File: config.mk
export PLATFORM = sky130hd
export DESIGN_NAME = excl_access_unit
export DESIGN_NICKNAME = d
export VERILOG_FILES = /design/src/rtl/excl_pkg.sv /design/src/rtl/excl_align_chk.sv /design/src/rtl/excl_issue.sv /design/src/rtl/excl_resp_decode.sv /design/src/rtl/excl_access_unit.sv
export SDC_FILE = /design/constraint.sdc
export NUM_CORES = 1
export LEC_CHECK = 0
export ABC_AREA = 1
export BUFFER_PORTS_ARGS = -buffer_cell sky130_fd_sc_hd__buf_2
export CAP_MARGIN = 20
export CELL_PAD_IN_SITES_DETAIL_PLACEMENT = 2
export CELL_PAD_IN_SITES_GLOBAL_PLACEMENT = 2
export CORE_UTILIZATION = 25
export DETAILED_ROUTE_END_ITERATION = 8
export PLACE_DENSITY = 0.82
export SLEW_MARGIN = 10
export SYNTH_ARGS = -nofsm -noshare
export SYNTH_HDL_FRONTEND = slang
export SYNTH_SLANG_ARGS = --single-unit
File: constraint.sdc
create_clock -name clk_i -period 1.55 [get_ports clk_i]
set_clock_uncertainty 0.1 [all_clocks]
set_input_delay 0.2325 -clock clk_i [delete_from_list [all_inputs] [get_ports clk_i]]
set_output_delay 0.2325 -clock clk_i [all_outputs]
set_load 0.03 [all_outputs]
File: src/rtl/excl_pkg.sv
package excl_pkg;

   typedef enum logic [1:0] {
      CAUSE_NONE     = 2'd0,
      CAUSE_MISALIGN = 2'd1,
      CAUSE_BUSFAULT = 2'd2
   } exc_cause_e;

   typedef enum logic [1:0] {
      ST_IDLE  = 2'd0,
      ST_ISSUE = 2'd1,
      ST_WAIT  = 2'd2
   } xfer_state_e;

endpackage

File: src/rtl/excl_align_chk.sv
module excl_align_chk #(
   parameter int ADDR_W = 32,
   parameter int OFS_W  = 2
) (
   input  logic [ADDR_W-1:0] addr_i,
   output logic              misaligned_o
);
   logic [OFS_W-1:0] low_bits;

   for (genvar g = 0; g < OFS_W; g++) begin : g_low
      assign low_bits[g] = addr_i[g];
   end

   assign misaligned_o = |low_bits;
endmodule

File: src/rtl/excl_issue.sv
module excl_issue
   import excl_pkg::*;
#(
   parameter int          ADDR_W  = 32,
   parameter int          DATA_W  = 32,
   parameter int          RD_W    = 5,
   parameter int          ATOP_W  = 6,
   parameter logic [ATOP_W-1:0] ATOP_LR = 6'h22,
   parameter logic [ATOP_W-1:0] ATOP_SC = 6'h23
) (
   input  logic              clk_i,
   input  logic              rst_ni,
   input  logic              req_valid_i,
   input  logic              req_is_sc_i,
   input  logic [ADDR_W-1:0] req_addr_i,
   input  logic [DATA_W-1:0] req_wdata_i,
   input  logic [RD_W-1:0]   req_rd_i,
   input  logic              misaligned_i,
   output logic              busy_o,
   output logic              mis_fire_o,
   output logic              resp_fire_o,
   output logic              held_sc_o,
   output logic [RD_W-1:0]   held_rd_o,
   output logic              bus_req_o,
   input  logic              bus_gnt_i,
   output logic [ADDR_W-1:0] bus_addr_o,
   output logic              bus_we_o,
   output logic [DATA_W/8-1:0] bus_be_o,
   output logic [DATA_W-1:0] bus_wdata_o,
   output logic [ATOP_W-1:0] bus_atop_o,
   input  logic              bus_rvalid_i
);
   localparam int BE_W = DATA_W / 8;

   xfer_state_e       state_q, state_d;
   logic [ADDR_W-1:0] addr_q;
   logic [DATA_W-1:0] wdata_q;
   logic [RD_W-1:0]   rd_q;
   logic              sc_q;
   logic              accept, launch;

   assign accept = req_valid_i && (state_q == ST_IDLE);
   assign launch = accept && !misaligned_i;

   always_comb begin
      state_d = state_q;
      unique case (state_q)
         ST_IDLE:  if (launch)       state_d = ST_ISSUE;
         ST_ISSUE: if (bus_gnt_i)    state_d = ST_WAIT;
         ST_WAIT:  if (bus_rvalid_i) state_d = ST_IDLE;
         default:                    state_d = ST_IDLE;
      endcase
   end

   always_ff @(posedge clk_i or negedge rst_ni) begin
      if (!rst_ni) begin
         state_q <= ST_IDLE;
         addr_q  <= '0;
         wdata_q <= '0;
         rd_q    <= '0;
         sc_q    <= 1'b0;
      end else begin
         state_q <= state_d;
         if (launch) begin
            addr_q  <= req_addr_i;
            wdata_q <= req_is_sc_i ? req_wdata_i : '0;
            rd_q    <= req_rd_i;
            sc_q    <= req_is_sc_i;
         end
      end
   end

   assign bus_req_o   = (state_q == ST_ISSUE);
   assign bus_addr_o  = addr_q;
   assign bus_we_o    = bus_req_o && sc_q;
   assign bus_wdata_o = wdata_q;
   assign bus_atop_o  = bus_req_o ? (sc_q ? ATOP_SC : ATOP_LR) : '0;

   for (genvar b = 0; b < BE_W; b++) begin : g_be
      assign bus_be_o[b] = bus_req_o;
   end

   assign busy_o      = (state_q != ST_IDLE);
   assign mis_fire_o  = accept && misaligned_i;
   assign resp_fire_o = (state_q == ST_WAIT) && bus_rvalid_i;
   assign held_sc_o   = sc_q;
   assign held_rd_o   = rd_q;

   a_r2_hold_until_gnt: assert property (@(posedge clk_i) disable iff (!rst_ni)
      (bus_req_o && !bus_gnt_i) |=> (bus_req_o && $stable(bus_addr_o) &&
         $stable(bus_atop_o) && $stable(bus_we_o) && $stable(bus_wdata_o)));

   a_r3_we_matches_kind: assert property (@(posedge clk_i) disable iff (!rst_ni)
      bus_req_o |-> (bus_we_o == (bus_atop_o == ATOP_SC)) && (&bus_be_o));

   a_r4_one_outstanding: assert property (@(posedge clk_i) disable iff (!rst_ni)
      $rose(bus_req_o) |-> $past(req_valid_i && !busy_o));

   a_r5_misalign_no_bus: assert property (@(posedge clk_i) disable iff (!rst_ni)
      (req_valid_i && !busy_o && misaligned_i) |=> !bus_req_o);
endmodule

File: src/rtl/excl_resp_decode.sv
module excl_resp_decode
   import excl_pkg::*;
#(
   parameter int DATA_W = 32,
   parameter int RD_W   = 5
) (
   input  logic              clk_i,
   input  logic              rst_ni,
   input  logic              mis_fire_i,
   input  logic              resp_fire_i,
   input  logic              held_sc_i,
   input  logic [RD_W-1:0]   held_rd_i,
   input  logic [DATA_W-1:0] bus_rdata_i,
   input  logic              bus_err_i,
   input  logic              bus_exokay_i,
   output logic              wb_valid_o,
   output logic [RD_W-1:0]   wb_rd_o,
   output logic [DATA_W-1:0] wb_data_o,
   output logic              exc_valid_o,
   output logic [1:0]        exc_cause_o
);
   logic              wb_d;
   logic [DATA_W-1:0] value_d;
   logic              fault_d;
   exc_cause_e        cause_d;

   always_comb begin
      wb_d    = resp_fire_i && !bus_err_i;
      value_d = held_sc_i ? {{(DATA_W-1){1'b0}}, ~bus_exokay_i} : bus_rdata_i;
      fault_d = mis_fire_i || (resp_fire_i && bus_err_i);
      cause_d = mis_fire_i ? CAUSE_MISALIGN :
                (resp_fire_i && bus_err_i) ? CAUSE_BUSFAULT : CAUSE_NONE;
   end

   always_ff @(posedge clk_i or negedge rst_ni) begin
      if (!rst_ni) begin
         wb_valid_o  <= 1'b0;
         wb_rd_o     <= '0;
         wb_data_o   <= '0;
         exc_valid_o <= 1'b0;
         exc_cause_o <= CAUSE_NONE;
      end else begin
         wb_valid_o  <= wb_d;
         exc_valid_o <= fault_d;
         exc_cause_o <= cause_d;
         if (wb_d) begin
            wb_rd_o   <= held_rd_i;
            wb_data_o <= value_d;
         end
      end
   end

   a_r9_err_no_writeback: assert property (@(posedge clk_i) disable iff (!rst_ni)
      (resp_fire_i && bus_err_i) |=> (!wb_valid_o && exc_valid_o && exc_cause_o == 2'd2));

   a_r9_outputs_exclusive: assert property (@(posedge clk_i) disable iff (!rst_ni)
      !(wb_valid_o && exc_valid_o));

   a_r10_single_pulse: assert property (@(posedge clk_i) disable iff (!rst_ni)
      (wb_valid_o || exc_valid_o) |=> !(wb_valid_o || exc_valid_o) || $past(mis_fire_i) ||
         $past(resp_fire_i));

   a_r8_sc_fail_no_exc: assert property (@(posedge clk_i) disable iff (!rst_ni)
      (resp_fire_i && held_sc_i && !bus_err_i && !bus_exokay_i) |=>
         (wb_valid_o && !exc_valid_o && wb_data_o == DATA_W'(1)));
endmodule

File: src/rtl/excl_access_unit.sv
module excl_access_unit
   import excl_pkg::*;
#(
   parameter int          ADDR_W  = 32,
   parameter int          DATA_W  = 32,
   parameter int          RD_W    = 5,
   parameter int          ATOP_W  = 6,
   parameter logic [ATOP_W-1:0] ATOP_LR = 6'h22,
   parameter logic [ATOP_W-1:0] ATOP_SC = 6'h23
) (
   input  logic                clk_i,
   input  logic                rst_ni,
   input  logic                req_valid_i,
   input  logic                req_is_sc_i,
   input  logic [ADDR_W-1:0]   req_addr_i,
   input  logic [DATA_W-1:0]   req_wdata_i,
   input  logic [RD_W-1:0]     req_rd_i,
   output logic                busy_o,
   output logic                bus_req_o,
   input  logic                bus_gnt_i,
   output logic [ADDR_W-1:0]   bus_addr_o,
   output logic                bus_we_o,
   output logic [DATA_W/8-1:0] bus_be_o,
   output logic [DATA_W-1:0]   bus_wdata_o,
   output logic [ATOP_W-1:0]   bus_atop_o,
   input  logic                bus_rvalid_i,
   input  logic [DATA_W-1:0]   bus_rdata_i,
   input  logic                bus_err_i,
   input  logic                bus_exokay_i,
   output logic                wb_valid_o,
   output logic [RD_W-1:0]     wb_rd_o,
   output logic [DATA_W-1:0]   wb_data_o,
   output logic                exc_valid_o,
   output logic [1:0]          exc_cause_o
);
   localparam int BE_W  = DATA_W / 8;
   localparam int OFS_W = $clog2(BE_W);

   if (DATA_W % 8 != 0 || DATA_W < 16 || (BE_W & (BE_W - 1)) != 0) begin : g_bad_data_w
      $error("DATA_W must be a power-of-two byte multiple of at least 16");
   end
   if (ATOP_LR == ATOP_SC) begin : g_bad_atop
      $error("LR and SC atomic codes must differ");
   end
   if (ADDR_W <= OFS_W) begin : g_bad_addr_w
      $error("ADDR_W too small for word offset");
   end

   logic              misaligned;
   logic              mis_fire, resp_fire, held_sc;
   logic [RD_W-1:0]   held_rd;

   excl_align_chk #(.ADDR_W(ADDR_W), .OFS_W(OFS_W)) u_align (
      .addr_i       (req_addr_i),
      .misaligned_o (misaligned)
   );

   excl_issue #(
      .ADDR_W(ADDR_W), .DATA_W(DATA_W), .RD_W(RD_W), .ATOP_W(ATOP_W),
      .ATOP_LR(ATOP_LR), .ATOP_SC(ATOP_SC)
   ) u_issue (
      .clk_i        (clk_i),
      .rst_ni       (rst_ni),
      .req_valid_i  (req_valid_i),
      .req_is_sc_i  (req_is_sc_i),
      .req_addr_i   (req_addr_i),
      .req_wdata_i  (req_wdata_i),
      .req_rd_i     (req_rd_i),
      .misaligned_i (misaligned),
      .busy_o       (busy_o),
      .mis_fire_o   (mis_fire),
      .resp_fire_o  (resp_fire),
      .held_sc_o    (held_sc),
      .held_rd_o    (held_rd),
      .bus_req_o    (bus_req_o),
      .bus_gnt_i    (bus_gnt_i),
      .bus_addr_o   (bus_addr_o),
      .bus_we_o     (bus_we_o),
      .bus_be_o     (bus_be_o),
      .bus_wdata_o  (bus_wdata_o),
      .bus_atop_o   (bus_atop_o),
      .bus_rvalid_i (bus_rvalid_i)
   );

   excl_resp_decode #(.DATA_W(DATA_W), .RD_W(RD_W)) u_decode (
      .clk_i        (clk_i),
      .rst_ni       (rst_ni),
      .mis_fire_i   (mis_fire),
      .resp_fire_i  (resp_fire),
      .held_sc_i    (held_sc),
      .held_rd_i    (held_rd),
      .bus_rdata_i  (bus_rdata_i),
      .bus_err_i    (bus_err_i),
      .bus_exokay_i (bus_exokay_i),
      .wb_valid_o   (wb_valid_o),
      .wb_rd_o      (wb_rd_o),
      .wb_data_o    (wb_data_o),
      .exc_valid_o  (exc_valid_o),
      .exc_cause_o  (exc_cause_o)
   );

   a_r10_free_on_result: assert property (@(posedge clk_i) disable iff (!rst_ni)
      (wb_valid_o || (exc_valid_o && exc_cause_o == 2'd2)) |-> !busy_o);

   a_r5_misalign_cause: assert property (@(posedge clk_i) disable iff (!rst_ni)
      (req_valid_i && !busy_o && misaligned) |=>
         (exc_valid_o && exc_cause_o == 2'd1 && !wb_valid_o));
endmodule

==> results.txt, run 1 <==
I/O Buffers - 223
detailed-route DRC error count - 0
initial antenna violation count - 3
WP buf/inv - 4
Synth Warn # - 0
Initial DRC Count - 154
crit path to - u_issue.bus_wdata_o[24]
htree depth - 4
setup slack, reg-to-reg - -0.22 ns
Setup TNS - -9.90 ns
Inst Count DP - 1095
CP Class - flop to flop
mapped cell area - 5100 µm²
Hold/Removal Path Class - primary input to flop
RSZ-0062 raised after global routing - true
capturing point of the worst reg2reg path - u_issue.bus_wdata_o[24]
Max VDD drop - 806 µV
Initial Utilization - 25.9%
global-route layer with the greatest usage - met2
DR pass1 iterations - 4
fin. max-slew vios - 0
core box area - 19700 µm²
Finish-stage setup viols - 77
met1 Resource Use GR - 20.7%
gr usage total - 18.6%
Crit Path Max Fanout - 9
most frequent cells in the layout - buf_2 (212), nand2_1 (211), dfrtp_1 (111)
Area Growth Syn to Fin - 61.9%
mean post-synth cell area - 8.00 µm²
Die ar. - 21000 µm²
via density per instance - 4.56
synth unique cells - 17
Place WS - 0.0811 ns
Skew-Pair Late Insertion Delay - 0.41 ns
final wirelength - 21.7 mm
cells on worst reg2reg path - 8
Critical Path RT - 1.74 ns
die height - 145 µm
slowest CP cell - dfrtp_2
final setup margin - -0.220 ns
Tcrit/Tclk final - 114%
total of max-cap violations - 0
post-layout min period - 1.77 ns
failing checks - negative setup slack
met2 GRT Util - 32.6%
status - complete, but fails checks
Tot Pwr - 0.0134 W
dpl hpwl - 12.3 mm
Num CTS Buffers - 17
first-pass GRT wire length - 29.4 mm
CP arrival - 1.96 ns
CTS tree - built
ANT nets after route - 0
layout cell share with drive strength beyond 1 - 40.9%
num rows - 51
grt met3 use - 5.86%
gp weighted congestion - 0.700
commonest non-fill, non-tap cell in the layout - buf_2
number of synthesized register bits - 113
Hold Slack - 0.0213 ns
Critical R2R Launch - u_issue.state_q[0]
leak pwr - 4.81 nW
crit path cell chain - buf_12 -> nor2_4 -> buf_6 -> nand3_4 -> buf_12 -> clkbuf_16 -> nand2_1 -> nand2_1
WP depth - 8
Layout Nets - 1016
Critical Path Source Type - flop
vias after detailed routing - 5417
Root Driver - clkbuf_16
Crit path largest cell delay - 0.45 ns
sequential share of the synthesized area - 55.4%
vias in the first global route - 5600
GRT overflow - 0
Fmax - 565 MHz
WL/cell - 18.3 µm
I/O pin count - 227
largest net degree at the start of global routing - 84
Worst-path clk slew - 0.05 ns
Longest Clk Path Bufs - 2
Die Width - 145 µm
crit path capture type - flop
Non-Filler Instances - 1189
Cells after Synth - 638
final hold violation count - 0
Pwr Density - 1620 nW/µm²
CTS sink count - 113
CP delay by family, top - buffers and inverters
Critical Path Source - u_issue.state_q[0]
## kinds of logic after synthesis
group / after synthesis / synth area share (%)
other: 1 / 0.0735
AND/OR/NAND/NOR: 394 / 33.1
AO/OA/AOI/OAI: 4 / 0.441
buffers and inverters: 126 / 10.9
flip-flops: 113 / 55.4
## worst min path at each step
stage	cells after the start	slack, ns	startpoint	endpoint
2_1_floorplan	0	-0.16	rst_ni	u_decode.exc_cause_o[0]
5_1_grt	5	0.03	bus_rdata_i[24]	u_decode.wb_data_o[24]
6_report	4	0.02	bus_exokay_i	u_decode.wb_data_o[0]
3_3_place_gp	2	0.21	rst_ni	u_decode.wb_data_o[27]
4_1_cts	4	0.00007	bus_exokay_i	u_decode.wb_data_o[0]
3_5_place_dp	2	0.21	rst_ni	u_decode.wb_data_o[27]
## per-layer routing
layer	vias to the layer above	part of all wire (%)
li1	2515	-
met1	2694	39
met2	174	52
met3	34	5.8
met4	0	2.6
met5	-	0
## area by class of cell
class	count	area, µm²
fillers	2157	11500
flip-flops and latches	113	2830
repair buffers	302	2140
multi-input cells	401	2030
clock buffers	23	488
well taps	265	332
inverters	72	273
clock inverters	9	153
diodes	4	10.0
## power breakdown
| group | leakage [nW] | switching, W | internal (W) |
|---|---|---|---|
| combinational | 3.05 | 0.00324 | 0.00148 |
| sequential | 1.46 | 0.000583 | 0.00378 |
| clock | 0.305 | 0.00144 | 0.00286 |
## synth_stat cells
master | count | share of area [%]
nand2_1 | 279 | 21
dfrtp_1 | 113 | 55
nand4_1 | 73 | 8.9
inv_1 | 72 | 5.3
nor2_1 | 35 | 2.6
buf_2 | 20 | 2.0
buf_4 | 16 | 2.4
clkbuf_1 | 15 | 1.1
buf_1 | 3 | 0.22
o21ai_0 | 3 | 0.29
nand3_1 | 2 | 0.20
nor2_2 | 2 | 0.25
conb_1 | 1 | 0.073
nand3_2 | 1 | 0.20
nand4_2 | 1 | 0.25
nor2_4 | 1 | 0.22
o31ai_1 | 1 | 0.15
## through the flow
stage	instance area, µm²	util [%]
2_1_floorplan	5130	-
3_3_place_gp	6500	33.0
3_5_place_dp	6500	33.0
4_1_cts	7600	38.5
5_1_grt	8260	41.9
6_report	8260	41.9
## state kept, by name, indices dropped and copies added (netlist names)
| register | flops |
|---|---|
| u_decode.wb_rd_o | 5 |
| u_decode.exc_cause_o | 2 |
| u_decode.exc_valid_o | 1 |
| u_issue.held_rd_o | 5 |
| u_issue.bus_addr_o | 32 |
| u_issue.state_q | 2 |
| u_decode.wb_data_o | 32 |
| u_decode.wb_valid_o | 1 |
| u_issue.bus_wdata_o | 32 |
| u_issue.held_sc_o | 1 |
## what timing repair did
item | CTS | global route
endpoints found under the setup margin | 10 | 80
setup buffers | 5 | 7
cloned | 0 | 9
endpoints found under the hold margin | 150 | 0
gates resized for setup | 15 | 118
hold buffers | 37 | 0
pin swaps | 3 | 10
## worst min-delay path, delay by kind of cell
kind	cells	cell delay (ns)
and+or+nand+nor	2	0.11
buffers and inverters	1	0.07
AOI/OAI and AO/OA	1	0.07
Note: power is estimated with default switching activity, not from simulation.
==> run 2: changes to the inputs <==
CORE_MARGIN = 3   (was not set)
PLACE_DENSITY = 0.81   (was 0.82)
SYNTH_HIERARCHICAL = 1   (was not set)
==> results.txt, run 2 <==
Comb pwr share - 36.2% (was 35.3%)
CP arrival - 1.40 ns (was 1.96 ns)
most common flop cell mapped by yosys - dfrtp_1 (unchanged)
met2 GRT Util - 34.5% (was 32.6%)
Die ar. - 21600 µm² (was 21000 µm²)
CTS sink count - 113 (unchanged)
Area contributors post-synth - dfrtp_1 (57%), nand2_1 (19%), nand4_1 (8.8%) (was dfrtp_1 (55%), nand2_1 (21%), nand4_1 (8.9%))
Tcrit/Tclk final - 112% (was 114%)
largest net degree at the start of global routing - 58 (was 84)
dpl hpwl - 13.0 mm (was 12.3 mm)
Skew-Pair Late Insertion Delay - 0.41 ns (about the same)
Critical Path Source Type - flop (unchanged)
Fmax - 576 MHz (was 565 MHz)
final hold violation count - 0 (unchanged)
commonest non-fill, non-tap cell in the layout - nand2_1 (was buf_2)
ANT nets after route - 0 (unchanged)
met1 Resource Use GR - 22.1% (was 20.7%)
WP buf/inv - 4 (unchanged)
crit path capture type - output port (was flop)
Area Growth Syn to Fin - 60.3% (was 61.9%)
mean post-synth cell area - 8.53 µm² (was 8.00 µm²)
Root Driver - clkbuf_16 (unchanged)
Inst Count DP - 1035 (was 1095)
WL/cell - 18.4 µm (was 18.3 µm)
Crit Path Max Fanout - 4 (was 9)
detailed-route DRC error count - 0 (unchanged)
CP delay by family, top - buffers and inverters (unchanged)
sequential share of the synthesized area - 57.0% (was 55.4%)
CP Class - flop to output port (was flop to flop)
Int Power - 0.00779 W (was 0.00813 W)
Worst-path clk slew - 0.06 ns (was 0.05 ns)
Num CTS Buffers - 17 (unchanged)
number of enable flip-flop cells after synthesis - 0 (unchanged)
FILL cells - 2129 (was 2157)
Longest Clk Path Bufs - 2 (unchanged)
via density per instance - 4.55 (was 4.56)
Synth Warn # - 6 (was 0)
layout cell share with drive strength beyond 1 - 34.8% (was 40.9%)
Switch Pwr - 0.00530 W (was 0.00526 W)
status - complete, but fails checks (unchanged)
total of max-cap violations - 0 (unchanged)
leak pwr - 4.51 nW (was 4.81 nW)
DR pass1 iterations - 4 (unchanged)
Place WS - 0.0856 ns (was 0.0811 ns)
vias after detailed routing - 5224 (was 5417)
mapped cell area - 4960 µm² (was 5100 µm²)
Seq pwr share - 32.8% (was 32.6%)
Crit path largest cell delay - 0.43 ns (was 0.45 ns)
Clk pwr share - 31.0% (was 32.1%)
slowest CP cell - dfrtp_2 (unchanged)
Hold/Removal Path Class - primary input to flop (unchanged)
failing checks - negative setup slack (unchanged)
post-layout min period - 1.74 ns (was 1.77 ns)
Initial DRC Count - 152 (was 154)
first-pass GRT wire length - 32.9 mm (was 29.4 mm)
Yosys top cell by area - dfrtp_1 (unchanged)
crit path cell chain - buf_4 -> nor2_4 -> buf_12 -> inv_2 -> buf_6 (was buf_12 -> nor2_4 -> buf_6 -> nand3_4 -> buf_12 -> clkbuf_16 -> nand2_1 -> nand2_1)
final setup margin - -0.186 ns (was -0.220 ns)
Cells after Synth - 581 (was 638)
vias in the first global route - 5906 (was 5600)
core box area - 19100 µm² (was 19700 µm²)
Critical Path RT - 1.22 ns (was 1.74 ns)
GRT overflow - 0 (unchanged)
final wirelength - 21.2 mm (was 21.7 mm)
grt met3 use - 6.69% (was 5.86%)
die height - 147 µm (was 145 µm)
Layout Nets - 984 (was 1016)
gr usage total - 19.2% (was 18.6%)
synth unique cells - 25 (was 17)
CTS tree - built (unchanged)
number of synthesized register bits - 113 (unchanged)
top post-synthesis cells by count - nand2_1 (257), dfrtp_1 (113), nand4_1 (70), inv_1 (41), buf_2 (22) (was nand2_1 (279), dfrtp_1 (113), nand4_1 (73), inv_1 (72), nor2_1 (35))
count leader, synth - nand2_1 (unchanged)
initial antenna violation count - 1 (was 3)
Die Width - 147 µm (was 145 µm)
Finish-stage setup viols - 42 (was 77)
Post-synth ARST share - 100% (unchanged)
fin. max-slew vios - 0 (unchanged)
most frequent cells in the layout - nand2_1 (257), buf_2 (212), dfrtp_1 (112) (was buf_2 (212), nand2_1 (211), dfrtp_1 (111))
switching power share of the total - 40.5% (was 39.3%)
post-synth top area share - 57.0% (was 55.4%)
RSZ-0062 raised after global routing - true (unchanged)
htree depth - 4 (unchanged)
Non-Filler Instances - 1149 (was 1189)
I/O pin count - 227 (unchanged)
global-route layer with the greatest usage - met2 (unchanged)
gp weighted congestion - 0.715 (was 0.700)
Pwr Density - 1650 nW/µm² (was 1620 nW/µm²)
num rows - 50 (was 51)
Max VDD drop - 748 µV (was 806 µV)
Initial Utilization - 26.0% (was 25.9%)
Setup TNS - -1.87 ns (was -9.90 ns)
I/O Buffers - 223 (unchanged)
==> run 2: worst paths after layout <==
kind / endpoint / startpoint / cells past startpoint / slack [ns]
worst max-delay path: busy_o / u_issue/state_q[1] / 5 / -0.19
worst min-delay path: u_decode/wb_data_o[1] / bus_rdata_i[1] / 3 / 0.01
worst max register to register: u_issue/bus_addr_o[5] / u_issue/state_q[1] / 7 / -0.06
worst min register to register: u_issue/held_rd_o[0] / u_issue/held_rd_o[0] / 2 / 0.37
max in group asynchronous: u_issue/bus_wdata_o[26] / rst_ni / 3 / 0.54
min in group asynchronous: u_issue/bus_addr_o[13] / rst_ni / 2 / 0.23
==> run 2: per-stage QoR <==
stage | area (µm²) | hold WS (ns) | total power [W] | util [%]
2_1_floorplan | 4980 | -0.163 | 0.00703 | -
3_3_place_gp | 6400 | 0.0710 | 0.00850 | 33.5
3_5_place_dp | 6400 | 0.0753 | 0.00866 | 33.5
4_1_cts | 7810 | 0.00232 | 0.0130 | 40.9
5_1_grt | 7940 | 0.00562 | 0.0138 | 41.6
6_report | 7950 | 0.0102 | 0.0131 | 41.6
==> run 2: cell type report <==
type	count	area [µm²]	share of cell area (%)
well taps	260	325	4.09
multi-input cells	374	1710	21.5
flip-flops and latches	113	2830	35.6
inverters	43	161	2.03
repair buffers	326	2310	29.0
clock buffers	17	425	5.35
clock inverters	15	188	2.36
diodes	1	2.50	0.0315
==> run 2: what timing repair did <==
item / in CTS / in global routing
hold endpoints to repair: 168 / 0
buffers inserted: 3 / 5
hold buffers: 69 / 0
pin swaps: 3 / 3
resized for setup: 17 / 16
cloned: 1 / 3
endpoints found under the setup margin: 10 / 54
==> run 2: worst register-to-register path: stages, from the launching register on <==
cell	delay, ns
dfrtp_2	0.43
buf_4	0.15
nor2_4	0.12
buf_4	0.16
nand3_4	0.14
buf_12	0.21
nand2_1	0.11
nand2_1	0.06
==> run 2: cells by family after synthesis <==
group           synth area share [%]
other cells                   0.0756
compound gates                  3.94
flops                           57.0
buf+inv                         9.31
simple gates                    29.6
==> run 2: metal layers <==
layer	part of all wire (%)	vias to the layer above
li1	-	2439
met1	40	2578
met4	0.72	2
met3	7.9	16
met5	0.033	-
met2	51	189
==> run 2: power groups by stage <==
stage	Sequential [W]	Combinational, W	Clock [W]
2_1_floorplan	0.00588	0.00115	0
3_3_place_gp	0.00426	0.00424	0
3_5_place_dp	0.00429	0.00437	0
4_1_cts	0.00426	0.00461	0.00416
5_1_grt	0.00440	0.00509	0.00430
6_report	0.00429	0.00474	0.00405
